[src/rtl/i2cm_pkg.sv]
package i2cm_pkg;
  localparam int BYTE_W = 8;

  typedef enum logic [1:0] {BC_START, BC_STOP, BC_WRITE, BC_READ} bit_cmd_e;

  typedef enum logic [2:0] {
    FS_IDLE, FS_START, FS_TX, FS_TXACK, FS_RX, FS_RXACK, FS_STOP, FS_WAIT
  } fsm_e;

  // event codes reported to the host
  localparam logic [7:0] EV_START   = 8'h08;
  localparam logic [7:0] EV_RSTART  = 8'h10;
  localparam logic [7:0] EV_AW_ACK  = 8'h18;
  localparam logic [7:0] EV_AW_NACK = 8'h20;
  localparam logic [7:0] EV_DW_ACK  = 8'h28;
  localparam logic [7:0] EV_DW_NACK = 8'h30;
  localparam logic [7:0] EV_ARB     = 8'h38;
  localparam logic [7:0] EV_AR_ACK  = 8'h40;
  localparam logic [7:0] EV_AR_NACK = 8'h48;
  localparam logic [7:0] EV_DR_ACK  = 8'h50;
  localparam logic [7:0] EV_DR_NACK = 8'h58;
  localparam logic [7:0] EV_IDLE    = 8'hF8;

  // control bit positions
  localparam int CB_IEN  = 7;
  localparam int CB_EN   = 6;
  localparam int CB_STA  = 5;
  localparam int CB_STO  = 4;
  localparam int CB_IFLG = 3;
  localparam int CB_AAK  = 2;

  // register word indices
  localparam logic [2:0] RA_CTRL  = 3'd0;
  localparam logic [2:0] RA_EVENT = 3'd1;
  localparam logic [2:0] RA_DATA  = 3'd2;
  localparam logic [2:0] RA_PRESC = 3'd3;
  localparam logic [2:0] RA_SRST  = 3'd4;
  localparam logic [2:0] RA_OWN   = 3'd5;
  localparam logic [2:0] RA_EXT   = 3'd6;
endpackage

[src/rtl/i2cm_tick.sv]
module i2cm_tick #(
  parameter int PW = 8
) (
  input  logic          clk_i,
  input  logic          rst_ni,
  input  logic          clr_i,
  input  logic [PW-1:0] presc_i,
  output logic          tick_o
);
  logic [PW-1:0] cnt_q;

  always_ff @(posedge clk_i or negedge rst_ni) begin
    if (!rst_ni) begin
      cnt_q  <= '0;
      tick_o <= 1'b0;
    end else if (clr_i) begin
      cnt_q  <= '0;
      tick_o <= 1'b0;
    end else if (cnt_q >= presc_i) begin
      cnt_q  <= '0;
      tick_o <= 1'b1;
    end else begin
      cnt_q  <= cnt_q + 1'b1;
      tick_o <= 1'b0;
    end
  end

  p_tick_gap_r12: assert property (@(posedge clk_i) disable iff (!rst_ni)
    (tick_o && presc_i != '0 && !clr_i) |=> !tick_o);
endmodule

[src/rtl/i2cm_bit.sv]
module i2cm_bit
  import i2cm_pkg::*;
(
  input  logic     clk_i,
  input  logic     rst_ni,
  input  logic     clr_i,
  input  logic     tick_i,
  input  logic     cmd_valid_i,
  input  bit_cmd_e cmd_i,
  input  logic     wbit_i,
  input  logic     arb_chk_i,
  input  logic     sda_i,
  output logic     done_o,
  output logic     lost_o,
  output logic     rbit_o,
  output logic     scl_low_o,
  output logic     sda_low_o
);
  logic     active_q, wbit_q, chk_q;
  logic [1:0] phase_q;
  bit_cmd_e cmd_q;

  always_ff @(posedge clk_i or negedge rst_ni) begin
    if (!rst_ni) begin
      active_q <= 1'b0; wbit_q <= 1'b0; chk_q <= 1'b0; phase_q <= '0;
      cmd_q <= BC_STOP; done_o <= 1'b0; lost_o <= 1'b0; rbit_o <= 1'b0;
      scl_low_o <= 1'b0; sda_low_o <= 1'b0;
    end else if (clr_i) begin
      active_q <= 1'b0; wbit_q <= 1'b0; chk_q <= 1'b0; phase_q <= '0;
      cmd_q <= BC_STOP; done_o <= 1'b0; lost_o <= 1'b0; rbit_o <= 1'b0;
      scl_low_o <= 1'b0; sda_low_o <= 1'b0;
    end else begin
      done_o <= 1'b0;
      lost_o <= 1'b0;
      if (!active_q && cmd_valid_i) begin
        active_q <= 1'b1;
        phase_q  <= '0;
        cmd_q    <= cmd_i;
        wbit_q   <= wbit_i;
        chk_q    <= arb_chk_i;
      end else if (active_q && tick_i) begin
        phase_q <= phase_q + 1'b1;
        unique case (cmd_q)
          BC_START: begin
            unique case (phase_q)
              2'd0: sda_low_o <= 1'b0;
              2'd1: scl_low_o <= 1'b0;
              2'd2: sda_low_o <= 1'b1;
              default: begin scl_low_o <= 1'b1; active_q <= 1'b0; done_o <= 1'b1; end
            endcase
          end
          BC_STOP: begin
            unique case (phase_q)
              2'd0: sda_low_o <= 1'b1;
              2'd1: scl_low_o <= 1'b0;
              2'd2: sda_low_o <= 1'b0;
              default: begin active_q <= 1'b0; done_o <= 1'b1; end
            endcase
          end
          default: begin
            unique case (phase_q)
              2'd0: sda_low_o <= (cmd_q == BC_WRITE) ? !wbit_q : 1'b0;
              2'd1: scl_low_o <= 1'b0;
              2'd2: begin
                rbit_o <= sda_i;
                if (cmd_q == BC_WRITE && chk_q && wbit_q && !sda_i) begin
                  scl_low_o <= 1'b0;
                  sda_low_o <= 1'b0;
                  active_q  <= 1'b0;
                  lost_o    <= 1'b1;
                end
              end
              default: begin scl_low_o <= 1'b1; active_q <= 1'b0; done_o <= 1'b1; end
            endcase
          end
        endcase
      end
    end
  end

  // data bits only change SDA while SCL is held low
  p_sda_stable_r5: assert property (@(posedge clk_i) disable iff (!rst_ni || clr_i)
    (active_q && (cmd_q == BC_WRITE || cmd_q == BC_READ) && !scl_low_o) |-> $stable(sda_low_o));
  p_done_lost_excl_r7: assert property (@(posedge clk_i) disable iff (!rst_ni)
    !(done_o && lost_o));
endmodule

[src/rtl/i2c_step_master.sv]
module i2c_step_master
  import i2cm_pkg::*;
#(
  parameter int          PRESC_W   = 8,
  parameter logic [7:0]  PRESC_RST = 8'd3
) (
  input  logic       clk_i,
  input  logic       rst_ni,
  input  logic [2:0] reg_addr_i,
  input  logic       reg_we_i,
  input  logic [7:0] reg_wdata_i,
  output logic [7:0] reg_rdata_o,
  output logic       irq_o,
  input  logic       sda_i,
  output logic       scl_oe_o,
  output logic       sda_oe_o
);
  localparam int CNT_W = $clog2(BYTE_W);

  logic ien_q, en_q, sta_q, sto_q, iflg_q, aak_q, owned_q, is_addr_q, go_q;
  logic [7:0] status_q, data_q, own_q, ext_q;
  logic [BYTE_W-1:0] shift_q;
  logic [PRESC_W-1:0] presc_q;
  logic [CNT_W-1:0] bit_cnt_q;
  fsm_e state_q;

  logic srst, ctrl_we, clear_ev, tick, eng_done, eng_lost, eng_rbit;
  logic cmd_wbit, arb_chk, tx_group, start_group;
  bit_cmd_e cmd;

  assign srst     = reg_we_i && reg_addr_i == RA_SRST;
  assign ctrl_we  = reg_we_i && reg_addr_i == RA_CTRL;
  assign clear_ev = ctrl_we && iflg_q && !reg_wdata_i[CB_IFLG];
  assign start_group = status_q == EV_START || status_q == EV_RSTART;
  assign tx_group = status_q == EV_AW_ACK || status_q == EV_AW_NACK ||
                    status_q == EV_DW_ACK || status_q == EV_DW_NACK;

  always_comb begin
    cmd      = BC_READ;
    cmd_wbit = 1'b1;
    arb_chk  = 1'b0;
    unique case (state_q)
      FS_START: cmd = BC_START;
      FS_STOP:  cmd = BC_STOP;
      FS_TX:    begin cmd = BC_WRITE; cmd_wbit = shift_q[BYTE_W-1]; arb_chk = 1'b1; end
      FS_RXACK: begin cmd = BC_WRITE; cmd_wbit = !aak_q; end
      default:  cmd = BC_READ;
    endcase
  end

  i2cm_tick #(.PW(PRESC_W)) u_tick (
    .clk_i, .rst_ni, .clr_i(srst), .presc_i(presc_q), .tick_o(tick)
  );

  i2cm_bit u_bit (
    .clk_i, .rst_ni, .clr_i(srst), .tick_i(tick), .cmd_valid_i(go_q),
    .cmd_i(cmd), .wbit_i(cmd_wbit), .arb_chk_i(arb_chk), .sda_i,
    .done_o(eng_done), .lost_o(eng_lost), .rbit_o(eng_rbit),
    .scl_low_o(scl_oe_o), .sda_low_o(sda_oe_o)
  );

  always_ff @(posedge clk_i or negedge rst_ni) begin
    if (!rst_ni) begin
      {ien_q, en_q, sta_q, sto_q, iflg_q, aak_q, owned_q, is_addr_q, go_q} <= '0;
      status_q <= EV_IDLE; data_q <= '0; own_q <= '0; ext_q <= '0;
      shift_q <= '0; presc_q <= PRESC_RST; bit_cnt_q <= '0; state_q <= FS_IDLE;
    end else if (srst) begin
      {ien_q, en_q, sta_q, sto_q, iflg_q, aak_q, owned_q, is_addr_q, go_q} <= '0;
      status_q <= EV_IDLE; data_q <= '0; own_q <= '0; ext_q <= '0;
      shift_q <= '0; presc_q <= PRESC_RST; bit_cnt_q <= '0; state_q <= FS_IDLE;
    end else begin
      go_q <= 1'b0;
      if (ctrl_we) begin
        ien_q <= reg_wdata_i[CB_IEN];
        en_q  <= reg_wdata_i[CB_EN];
        sta_q <= reg_wdata_i[CB_STA];
        sto_q <= reg_wdata_i[CB_STO];
        aak_q <= reg_wdata_i[CB_AAK];
        if (!reg_wdata_i[CB_IFLG]) iflg_q <= 1'b0;
      end
      if (reg_we_i && reg_addr_i == RA_DATA)  data_q  <= reg_wdata_i;
      if (reg_we_i && reg_addr_i == RA_PRESC) presc_q <= reg_wdata_i[PRESC_W-1:0];
      if (reg_we_i && reg_addr_i == RA_OWN)   own_q   <= reg_wdata_i;
      if (reg_we_i && reg_addr_i == RA_EXT)   ext_q   <= reg_wdata_i;

      unique case (state_q)
        FS_IDLE: if (en_q && sta_q) begin state_q <= FS_START; go_q <= 1'b1; end
        FS_START: if (eng_done) begin
          status_q <= owned_q ? EV_RSTART : EV_START;
          owned_q  <= 1'b1;
          sta_q    <= 1'b0;
          iflg_q   <= 1'b1;
          state_q  <= FS_WAIT;
        end
        FS_WAIT: if (clear_ev) begin
          bit_cnt_q <= '0;
          if (!owned_q) begin
            if (reg_wdata_i[CB_EN] && reg_wdata_i[CB_STA]) begin
              state_q <= FS_START; go_q <= 1'b1;
            end else begin
              status_q <= EV_IDLE; state_q <= FS_IDLE;
            end
          end else if (reg_wdata_i[CB_STA]) begin
            state_q <= FS_START; go_q <= 1'b1;
          end else if (reg_wdata_i[CB_STO]) begin
            state_q <= FS_STOP; go_q <= 1'b1;
          end else if (start_group || tx_group) begin
            shift_q   <= data_q;
            is_addr_q <= start_group;
            state_q   <= FS_TX; go_q <= 1'b1;
          end else begin
            state_q <= FS_RX; go_q <= 1'b1;
          end
        end
        FS_TX: if (eng_lost) begin
          status_q <= EV_ARB; owned_q <= 1'b0; iflg_q <= 1'b1; state_q <= FS_WAIT;
        end else if (eng_done) begin
          shift_q   <= {shift_q[BYTE_W-2:0], 1'b0};
          bit_cnt_q <= bit_cnt_q + 1'b1;
          go_q      <= 1'b1;
          if (bit_cnt_q == CNT_W'(BYTE_W-1)) state_q <= FS_TXACK;
        end
        FS_TXACK: if (eng_done) begin
          if (is_addr_q) begin
            if (data_q[0]) status_q <= eng_rbit ? EV_AR_NACK : EV_AR_ACK;
            else           status_q <= eng_rbit ? EV_AW_NACK : EV_AW_ACK;
          end else begin
            status_q <= eng_rbit ? EV_DW_NACK : EV_DW_ACK;
          end
          iflg_q  <= 1'b1;
          state_q <= FS_WAIT;
        end
        FS_RX: if (eng_done) begin
          shift_q   <= {shift_q[BYTE_W-2:0], eng_rbit};
          bit_cnt_q <= bit_cnt_q + 1'b1;
          go_q      <= 1'b1;
          if (bit_cnt_q == CNT_W'(BYTE_W-1)) state_q <= FS_RXACK;
        end
        FS_RXACK: if (eng_done) begin
          data_q   <= shift_q;
          status_q <= aak_q ? EV_DR_ACK : EV_DR_NACK;
          iflg_q   <= 1'b1;
          state_q  <= FS_WAIT;
        end
        FS_STOP: if (eng_done) begin
          owned_q  <= 1'b0;
          sto_q    <= 1'b0;
          status_q <= EV_IDLE;
          state_q  <= FS_IDLE;
        end
        default: state_q <= FS_IDLE;
      endcase
    end
  end

  always_comb begin
    unique case (reg_addr_i)
      RA_CTRL:  reg_rdata_o = {ien_q, en_q, sta_q, sto_q, iflg_q, aak_q, 2'b00};
      RA_EVENT: reg_rdata_o = status_q;
      RA_DATA:  reg_rdata_o = data_q;
      RA_PRESC: reg_rdata_o = 8'(presc_q);
      RA_OWN:   reg_rdata_o = own_q;
      RA_EXT:   reg_rdata_o = ext_q;
      default:  reg_rdata_o = '0;
    endcase
  end

  assign irq_o = ien_q & iflg_q;

  p_hold_scl_r9: assert property (@(posedge clk_i) disable iff (!rst_ni)
    (iflg_q && owned_q) |-> scl_oe_o);
  p_no_phase_r9: assert property (@(posedge clk_i) disable iff (!rst_ni)
    iflg_q |-> !go_q);
  p_start_code_r2: assert property (@(posedge clk_i) disable iff (!rst_ni)
    (state_q == FS_START && eng_done && !srst) |=> (status_q == EV_START || status_q == EV_RSTART));
  p_lost_release_r7: assert property (@(posedge clk_i) disable iff (!rst_ni)
    eng_lost |-> (!scl_oe_o && !sda_oe_o));
  p_stop_idle_r8: assert property (@(posedge clk_i) disable iff (!rst_ni)
    (state_q == FS_STOP && eng_done && !srst) |=> (status_q == EV_IDLE && !owned_q));
endmodule

[config.mk]
export PLATFORM = sky130hd
export DESIGN_NAME = i2c_step_master
export DESIGN_NICKNAME = d
export VERILOG_FILES = /design/src/rtl/i2cm_pkg.sv /design/src/rtl/i2cm_tick.sv /design/src/rtl/i2cm_bit.sv /design/src/rtl/i2c_step_master.sv
export SDC_FILE = /design/constraint.sdc
export NUM_CORES = 1
export LEC_CHECK = 0
export CORE_ASPECT_RATIO = 1.25
export CORE_MARGIN = 2
export CORE_UTILIZATION = 64
export CTS_BUF_LIST = sky130_fd_sc_hd__clkbuf_8 sky130_fd_sc_hd__clkbuf_16
export CTS_CLUSTER_SIZE = 24
export DETAILED_ROUTE_END_ITERATION = 16
export DONT_BUFFER_PORTS = 1
export GPL_TIMING_DRIVEN = 1
export PLACE_DENSITY_LB_ADDON = 0.15
export SLEW_MARGIN = 20
export SYNTH_ARGS = -nofsm -noshare
export SYNTH_HDL_FRONTEND = slang
export SYNTH_SLANG_ARGS = --single-unit
[constraint.sdc]
create_clock -name clk_i -period 2.1 [get_ports clk_i]
set_input_delay 0.315 -clock clk_i [delete_from_list [all_inputs] [get_ports clk_i]]
set_output_delay 0.315 -clock clk_i [all_outputs]
set_load 0.02 [all_outputs]
* Word-level counts from Yosys, hierarchy flattened
Index checks and enable logic that the tools add are counted. Widths: inputs -> output; s select.
Word-level totals: register bits after elaboration 84, bits in latches 0, RAM bits 0, memory bits (read-only) 0, bits of input ports 15, output and inout port bits 11, memories 0
Operators by class: $add $sub $neg 3, $mul 0, divide/modulo/power cells 0, order comparisons 1, eq/ne operators 55, shift operators 0, muxes and demuxes 152, bitwise operators 1, reductions and logical operators 61
Operator list (number):
- $mux 8 | 31
- $pmux 8 s6 | 2
- $mux 1 | 74
- $mux 3 | 18
- $ne 3x3->1 const B | 12
- $eq 3x3->1 const B | 8
- $eq 8x6->1 const B | 3
- $pmux 8 s3 | 1
- $reduce_bool 2->1 | 11
- $ne 3x2->1 const B | 7
- $pmux 1 s2 | 9
- $pmux 3 s6 | 1
- $reduce_and 9->1 | 2
- $eq 8x5->1 const B | 2
- $ne 4x2->1 const B | 4
- $reduce_and 4->1 | 4
- $logic_and 1x1->1 | 15
- $eq 3x2->1 const B | 4
- $reduce_and 6->1 | 2
- $mux 2 | 5
- $mux 5 | 2
- $pmux 3 s3 | 1
- $add 8x1->8 const B | 1
- $eq 8x4->1 const B | 1
- 30 further kinds | 53

* Depth between registers and ports, before layout
Gate-level depths: netlist (run 1).
word-level depth 12, gate-level depth with buffers 8

* By module
Synthesis (run 1) repeated with hierarchy kept, for this count alone.
Second synthesis, totals: cell total of the unflattened synthesis 529, area total of the unflattened synthesis 4909.7 um^2
Modules (own cells, without submodules):
- i2c_step_master | times used 1, cells an instance 397, area each 3560.9 um^2
- i2cm_bit | times used 1, cells an instance 74, area each 704.4 um^2
- i2cm_tick | times used 1, cells an instance 58, area each 644.4 um^2

* Worst setup path before layout (run 1)
No wires, ideal clock.
path type input to output, from input port reg_addr_i[0], to output port reg_rdata_o[7], data arrival time 1556 ps, data required time 1785 ps, path slack 229 ps, cell stages on the path 5, path buffers 3, cells stage by stage buf_2 clkbuf_1 clkbuf_1 o21ai_0 a21oi_1
On the way: longest elaborated chain between the ends 2, elaborated cells on any way between the ends 7, those cells by class eq/ne (5); mux (1); reduce/logical (1)
Ends and longest elaborated chain:
- from (decl) | RTL line i2c_step_master.sv:9 | input logic [2:0] reg_addr_i,
- $eq 3x3->1, or another cell as far along | RTL line i2c_step_master.sv:157 | unique case (reg_addr_i)
- $pmux 8 s6 (*) | RTL line i2c_step_master.sv:157
- to (decl) | RTL line i2c_step_master.sv:12 | output logic [7:0] reg_rdata_o,
Every way passes the cells marked *; elsewhere a longest branch is shown, timed or not.

* Worst setup path after layout (run 1)
from register presc_q[0], to register u_tick.tick_o
On the way: longest elaborated chain between the ends 3
Ends and longest elaborated chain:
- from (decl) | RTL line i2c_step_master.sv:23 | logic [PRESC_W-1:0] presc_q;
- from (signal assigned) | RTL line i2c_step_master.sv:82 | if (reg_we_i && reg_addr_i == RA_PRESC) presc_q <= reg_wdata_i[PRESC_W-1:0];
- $ge 8x8->1 | RTL line i2cm_tick.sv:19 | end else if (cnt_q >= presc_i) begin
- $mux 1 | RTL line i2cm_tick.sv:19
- $mux 1 | RTL line i2cm_tick.sv:16 | end else if (clr_i) begin
- to (signal assigned) | RTL line i2cm_tick.sv:15 | tick_o <= 1'b0;
- to (signal assigned) | RTL line i2cm_tick.sv:18 | tick_o <= 1'b0;
- to (signal assigned) | RTL line i2cm_tick.sv:21 | tick_o <= 1'b1;
- to (decl) | RTL line i2cm_tick.sv:8 | output logic tick_o
No other way between the ends. A chain may end at the register's enable or synchronous reset.

==> metrics.yaml, run 1 <==
run_status:
  outcome: "complete, but fails checks"
  violations: "hold timing"
sta:
  final.min_clock_period_ps: 2020
  fin_hold_ws_ps: -371
  final_hold_viol_count: 81
  tightest_slew_ps: 651
  clock_skew_ps: 11.6
  final.setup.worst_slack_ps: 83.7
  post-route-period-util: 0.960
  rsz0062_at_grt: "false"
  drv_slew: 0
  slew_headroom: 0.562
  finalSetupViolCount: 0
  fmax_mhz: 496
clock_tree:
  clockBufferDepth: 2
  htreeDepth: 3
  cts_tree: "built"
  clkLatencyLatePin_ps: 370
  cts_buffers: 9
  postCtsSetupBuffers: 0
  clkTransAtPathRegs_ps: 90
  root_buffer: "clkbuf_8"
  clock-sinks: 81
synthesis:
  synthCells: 527
  synthTopCellsByCount: "73 x dfrtp_1, 71 x nand2_1, 42 x nor2_1"
  yosys.area.top_type: "dfrtp_1"
  ys.flop_type: "dfrtp_1"
  synthTopCellsByArea: "dfrtp_1 39%, mux2i_1 6.6%, nand2_1 5.6%"
  synth_edf_count: 0
  synth_top_cell_area_share: 0.387
  synth-seq-cells: 81
  yosysMostFrequentCell: "dfrtp_1"
  synth_warnings: 0
  async_flop_share: 1.00
  syn-num-nets: 559
  synth_area_mm2: 0.00472
  synth_cell_types: 58
  syn_area_per_cell_um2: 8.96
  yosysSeqAreaShare: 0.431
worst_setup_path:
  cp_top_family: "compound AO/OA/AOI/OAI gates"
  required_ps: 2370
  path_buf_inv: 0
  worst-setup-path-type: "reg -> reg"
  path_cells: "ha_1 > nand2b_1 > a21o_1 > a211oi_1 > o31ai_4 > and2_1"
  r2r_setup_slack_ps: 80
  worstPathMaxFanout: 9
  cp-end-kind: "flop"
  cp-start-kind: "flop"
  critPathSlowestCell: "dfstp_2"
  cp_slowest_stage_delay_ps: 570
  crit_arrival_ps: 2280
layout:
  nFillCells: 592
  fin_area_mm2: 0.00512
  area_growth_pct: 8.29
  final_layout_size_suffix_gt1_frac: 0.115
  fin_nets: 556
  antenna_cells: 0
placement:
  placed_area_mm2: 0.00487
  place_ws_ps: -104
  gp_congestion: 0.860
  io_buffers: 0
  hpwl_um: 8270
grt:
  grt_use_met1: 0.400
  grt_util_met3: 0.0629
  grtUsageTotal: 0.307
  antenna_found_initial: 0
  grtUsageMet2: 0.493
  top_usage_layer: "met2"
  grt_pass1_vias: 3785
  overflow: 0
  grt_pass1_wl_um: 18800
  grt_max_degree: 82
power:
  ir_drop_uv: 839
  p_leak_nw: 2.28
  powerDensity_mw_per_mm2: 1020
die:
  pin_count: 26
  die_w_um: 80.9
  fp.dieH_um: 100
  core_mm2: 0.00727
  start_util: 0.650
  die_area_mm2: 0.00809
  row_count: 35
routing:
  dr.pass1.iters: 6
  drc: 0
  vias_per_cell: 6.35
  postRouteAntennaNets: 0
  wl_per_cell_um: 19.0
  routed_wl_um: 11800
  drtIter0Drc: 277
  vias: 3946
hold_path:
  hold_path_class: "in -> async"
job:
  cap_violations: 0
[report_power, final]
group	internal, W	switching, W	leakage [nW]
registers	0.00185	0.000286	1.04
clock network	0.000684	0.000645	0.112
logic	0.000737	0.00100	1.14
total	0.00327	0.00193	2.28
[layout by cell type (no fill, tap or decap), drive strengths merged, types with 7 or more instances in the layout]
cell / netlist / final
dfrtp: 73 / 73
nand2: 71 / 71
nor2: 44 / 44
o21ai: 38 / 38
a21oi: 35 / 35
mux2i: 31 / 31
inv: 20 / 23
ha: 17 / 17
a211oi: 17 / 17
buf: 7 / 17
nor3: 15 / 15
nand3: 12 / 12
nand2b: 12 / 12
nor2b: 9 / 9
clkbuf: 24 / 9
dfstp: 8 / 8
nand4: 7 / 7
nor3b: 7 / 7
a31oi: 7 / 7
[logic make-up after synthesis]
family / count (synthesis) / share of synthesized area
xor+xnor: 8 / 0.0148
simple gates: 197 / 0.199
mux: 35 / 0.0752
fa+ha+maj: 17 / 0.0450
flops: 81 / 0.431
compound gates: 138 / 0.193
buf+inv: 51 / 0.0426
[area by class of cell]
type                       instances  area [µm²]  area share
clock buffer                       9         124      0.0242
clock inverter                     7         101      0.0198
inverter                          20        75.1      0.0147
multi-input combinational        395        2510       0.491
sequential                        81        2040       0.398
tap                               92         115      0.0225
timing repair buffer              17         153      0.0298
[repair_timing]
item / in CTS / in global routing
setup endpoints to repair: 9 / 6
endpoints found under the hold margin: 81 / 81
gates cloned: 0 / 0
gates resized for setup: 1 / 2
[layer usage]
metal | wire length (µm) | part of all wire | vias to the layer above
met4 | 396 | 0.034 | 0
met2 | 5780 | 0.49 | 130
met1 | 4900 | 0.42 | 1892
met3 | 718 | 0.061 | 35
met5 | 0 | 0 | -
li1 | - | - | 1889
[sequential cells by signal (all words and copies together), names as in the netlist, 2 cells and up]
signal         flops
u_bit.cmd_q        2
bit_cnt_q          3
status_q           5
own_q              8
shift_q            8
u_tick.cnt_q       8
state_q            3
data_q             8
u_bit.phase_q      2
ext_q              8
presc_q            8
[final timing paths]
kind	startpoint	to	cells after the start
max	presc_q[0]$_DFFE_PN1P_	u_tick.tick_o$_DFF_PN0_	6
min	rst_ni	iflg_q$_DFF_PN0_	0
max reg2reg	presc_q[0]$_DFFE_PN1P_	u_tick.tick_o$_DFF_PN0_	6
min reg2reg	presc_q[1]$_DFFE_PN1P_	presc_q[1]$_DFFE_PN1P_	2
max in group asynchronous	rst_ni	presc_q[0]$_DFFE_PN1P_	0
min in group clk_i	reg_addr_i[0]	presc_q[0]$_DFFE_PN1P_	1
[per-stage QoR]
| stage | TNS (ps) | total power [W] | utilization | cells | hold WS [ps] |
|---|---|---|---|---|---|
| 3_5_place_dp | -761 | 0.00384 | 0.670 | 605 | 22.4 |
| 6_report | 0 | 0.00520 | 0.704 | 621 | -371 |
| 3_3_place_gp | -0.932 | 0.00375 | 0.670 | 605 | 22.2 |
| 2_1_floorplan | 0 | 0.00337 | - | 527 | 19.4 |
| 5_1_grt | 0 | 0.00550 | 0.704 | 621 | -390 |
| 4_1_cts | 0 | 0.00517 | 0.702 | 621 | -382 |
(Power assumes the default switching activity.)
==> run 2, diff against run 1 <==
- CORE_UTILIZATION: 64 -> 25
- REMOVE_ABC_BUFFERS: unset -> 1
==> metrics.yaml, run 2 (synthesis gave the netlist of run 1 again) <==
worst_setup_path:
  cp-end-kind: "flop"
  r2r-end: "shift_q[1]$_DFFE_PN0P_"
  required_ps: 2360
  timing.rr.start: "state_q[2]$_DFFE_PN0P_"
  crit_arrival_ps: 2230
  worst-setup-path-type: "reg -> reg"
  cp_slowest_stage_delay_ps: 440
  cp_top_family: "compound AO/OA/AOI/OAI gates"
  r2r_setup_slack_ps: 130
  cp-start-kind: "flop"
  worstPathMaxFanout: 15
  path_cells: "or3b_4 > a211o_1 > a22oi_4 > buf_12 > nor2_1 > a211oi_1"
  reg2reg_depth: 6
  critPathSlowestCell: "or3b_4"
  path_buf_inv: 1
sta:
  fin_hold_ws_ps: -338
  fmax_mhz: 507
  final_hold_viol_count: 81
  post-route-period-util: 0.939
  clock_skew_ps: 6.84
  rsz0062_at_grt: "false"
  finalSetupViolCount: 0
  final.min_clock_period_ps: 1970
  drv_slew: 0
  slew_headroom: 0.529
  tightest_slew_ps: 699
power:
  powerDensity_mw_per_mm2: 1010
  p_switching_w: 0.00202
  internal_power_w: 0.00340
  p_leak_nw: 2.32
  pwr-share-seq: 0.396
  power.clock.fraction: 0.278
  ir_drop_uv: 450
  power_w: 0.00542
  combPwrFrac: 0.325
  swShare: 0.373
die:
  pin_count: 26
  die_area_mm2: 0.0200
  fp.dieH_um: 158
  core_mm2: 0.0186
  row_count: 56
  die_w_um: 127
  start_util: 0.253
routing:
  drc: 0
  vias: 3826
  dr.pass1.iters: 4
  wl_per_cell_um: 18.3
  vias_per_cell: 5.01
  postRouteAntennaNets: 0
  drtIter0Drc: 219
  routed_wl_um: 14000
clock_tree:
  cts_tree: "built"
  clkTransAtPathRegs_ps: 70
  cts_buffers: 9
  htreeDepth: 3
  clock-sinks: 81
  clockBufferDepth: 2
  clkLatencyLatePin_ps: 350
  root_buffer: "clkbuf_16"
placement:
  gp_congestion: 0.848
  io_buffers: 0
  place_inst: 747
  hpwl_um: 9880
hold_path:
  hold_path_class: "in -> async"
grt:
  grt_pass1_wl_um: 22500
  antenna_found_initial: 0
  overflow: 0
  grt_max_degree: 82
  grtUsageTotal: 0.147
  grt_pass1_vias: 3980
layout:
  final_cell_mix: "73 x dfrtp_1, 71 x nand2_1, 42 x nor2_1"
  fin_nets: 559
  nFillCells: 2003
  layout.cells.non_filler: 764
  area_growth_pct: 13.5
  mostFrequentLayoutCell: "dfrtp_1"
  antenna_cells: 0
  final_layout_size_suffix_gt1_frac: 0.124
run_status:
  outcome: "complete, but fails checks"
  violations: "hold timing"
job:
  cap_violations: 0
-- run 2: changes by cell type in the layout (fill, tap and decap cells not counted), moves of 2 or more --
cell       before  now
clkbuf_8        9    0
bufinv_16       2    0
clkbuf_16       0    9
clkinv_4        0    3
buf_4          15   19
-- run 2: how the worst max path moves through the flow --
stage	start	end	depth (start not counted)
global placement	presc_q[1]$_DFFE_PN1P_	u_tick.tick_o$_DFF_PN0_	6
finish	state_q[2]$_DFFE_PN0P_	shift_q[1]$_DFFE_PN0P_	6
floorplan	reg_addr_i[0]	u_bit.active_q$_DFFE_PN0P_	2
detailed placement	presc_q[1]$_DFFE_PN1P_	u_tick.tick_o$_DFF_PN0_	6
global route	state_q[2]$_DFFE_PN0P_	shift_q[1]$_DFFE_PN0P_	6
CTS	iflg_q$_DFF_PN0_	shift_q[2]$_DFFE_PN0P_	7
-- run 2: final cells by class --
type / instances / area [µm²] / share of cell area
clock buffers: 9 / 225 / 0.0420
clock inverters: 7 / 55.1 / 0.0103
inverters: 20 / 75.1 / 0.0140
multi-input cells: 395 / 2520 / 0.469
flip-flops and latches: 81 / 2040 / 0.380
well taps: 232 / 290 / 0.0541
repair buffers: 20 / 163 / 0.0303
-- run 2: power by group through the flow --
stage / Combinational, W / Sequential, W / Clock, W
2_1_floorplan: 0.00112 / 0.00219 / 0
3_3_place_gp: 0.00171 / 0.00217 / 0
3_5_place_dp: 0.00172 / 0.00218 / 0
4_1_cts: 0.00174 / 0.00215 / 0.00156
5_1_grt: 0.00197 / 0.00220 / 0.00162
6_report: 0.00176 / 0.00215 / 0.00151
-- run 2: routing by layer --
layer / part of all wire / track usage / vias up / wire length (µm)
met5: 0 / 0 / - / 0
met2: 0.48 / 0.250 / 66 / 6760
met3: 0.046 / 0.0372 / 20 / 639
met1: 0.45 / 0.178 / 1857 / 6240
met4: 0.025 / 0.0570 / 0 / 345
li1: - / - / 1883 / -
-- run 2: through the flow --
step,setup WS [ps],hold slack [ps],util,TNS (ps),area [µm²]
after floorplan,-976,19.4,-,-38390,4600
after global placement,-53.6,23.4,0.271,-217,5050
after detailed placement,-115,23.3,0.271,-771,5050
after CTS,69.2,-357,0.286,0,5330
after global routing,11.9,-355,0.288,0,5360
final,128,-338,0.288,0,5360
-- run 2: repair_timing --
item,in CTS,in global routing
pin swaps,0,1
buffers inserted,0,1
gates resized for setup,1,4
setup endpoints to repair,9,11
hold endpoints to repair,81,81
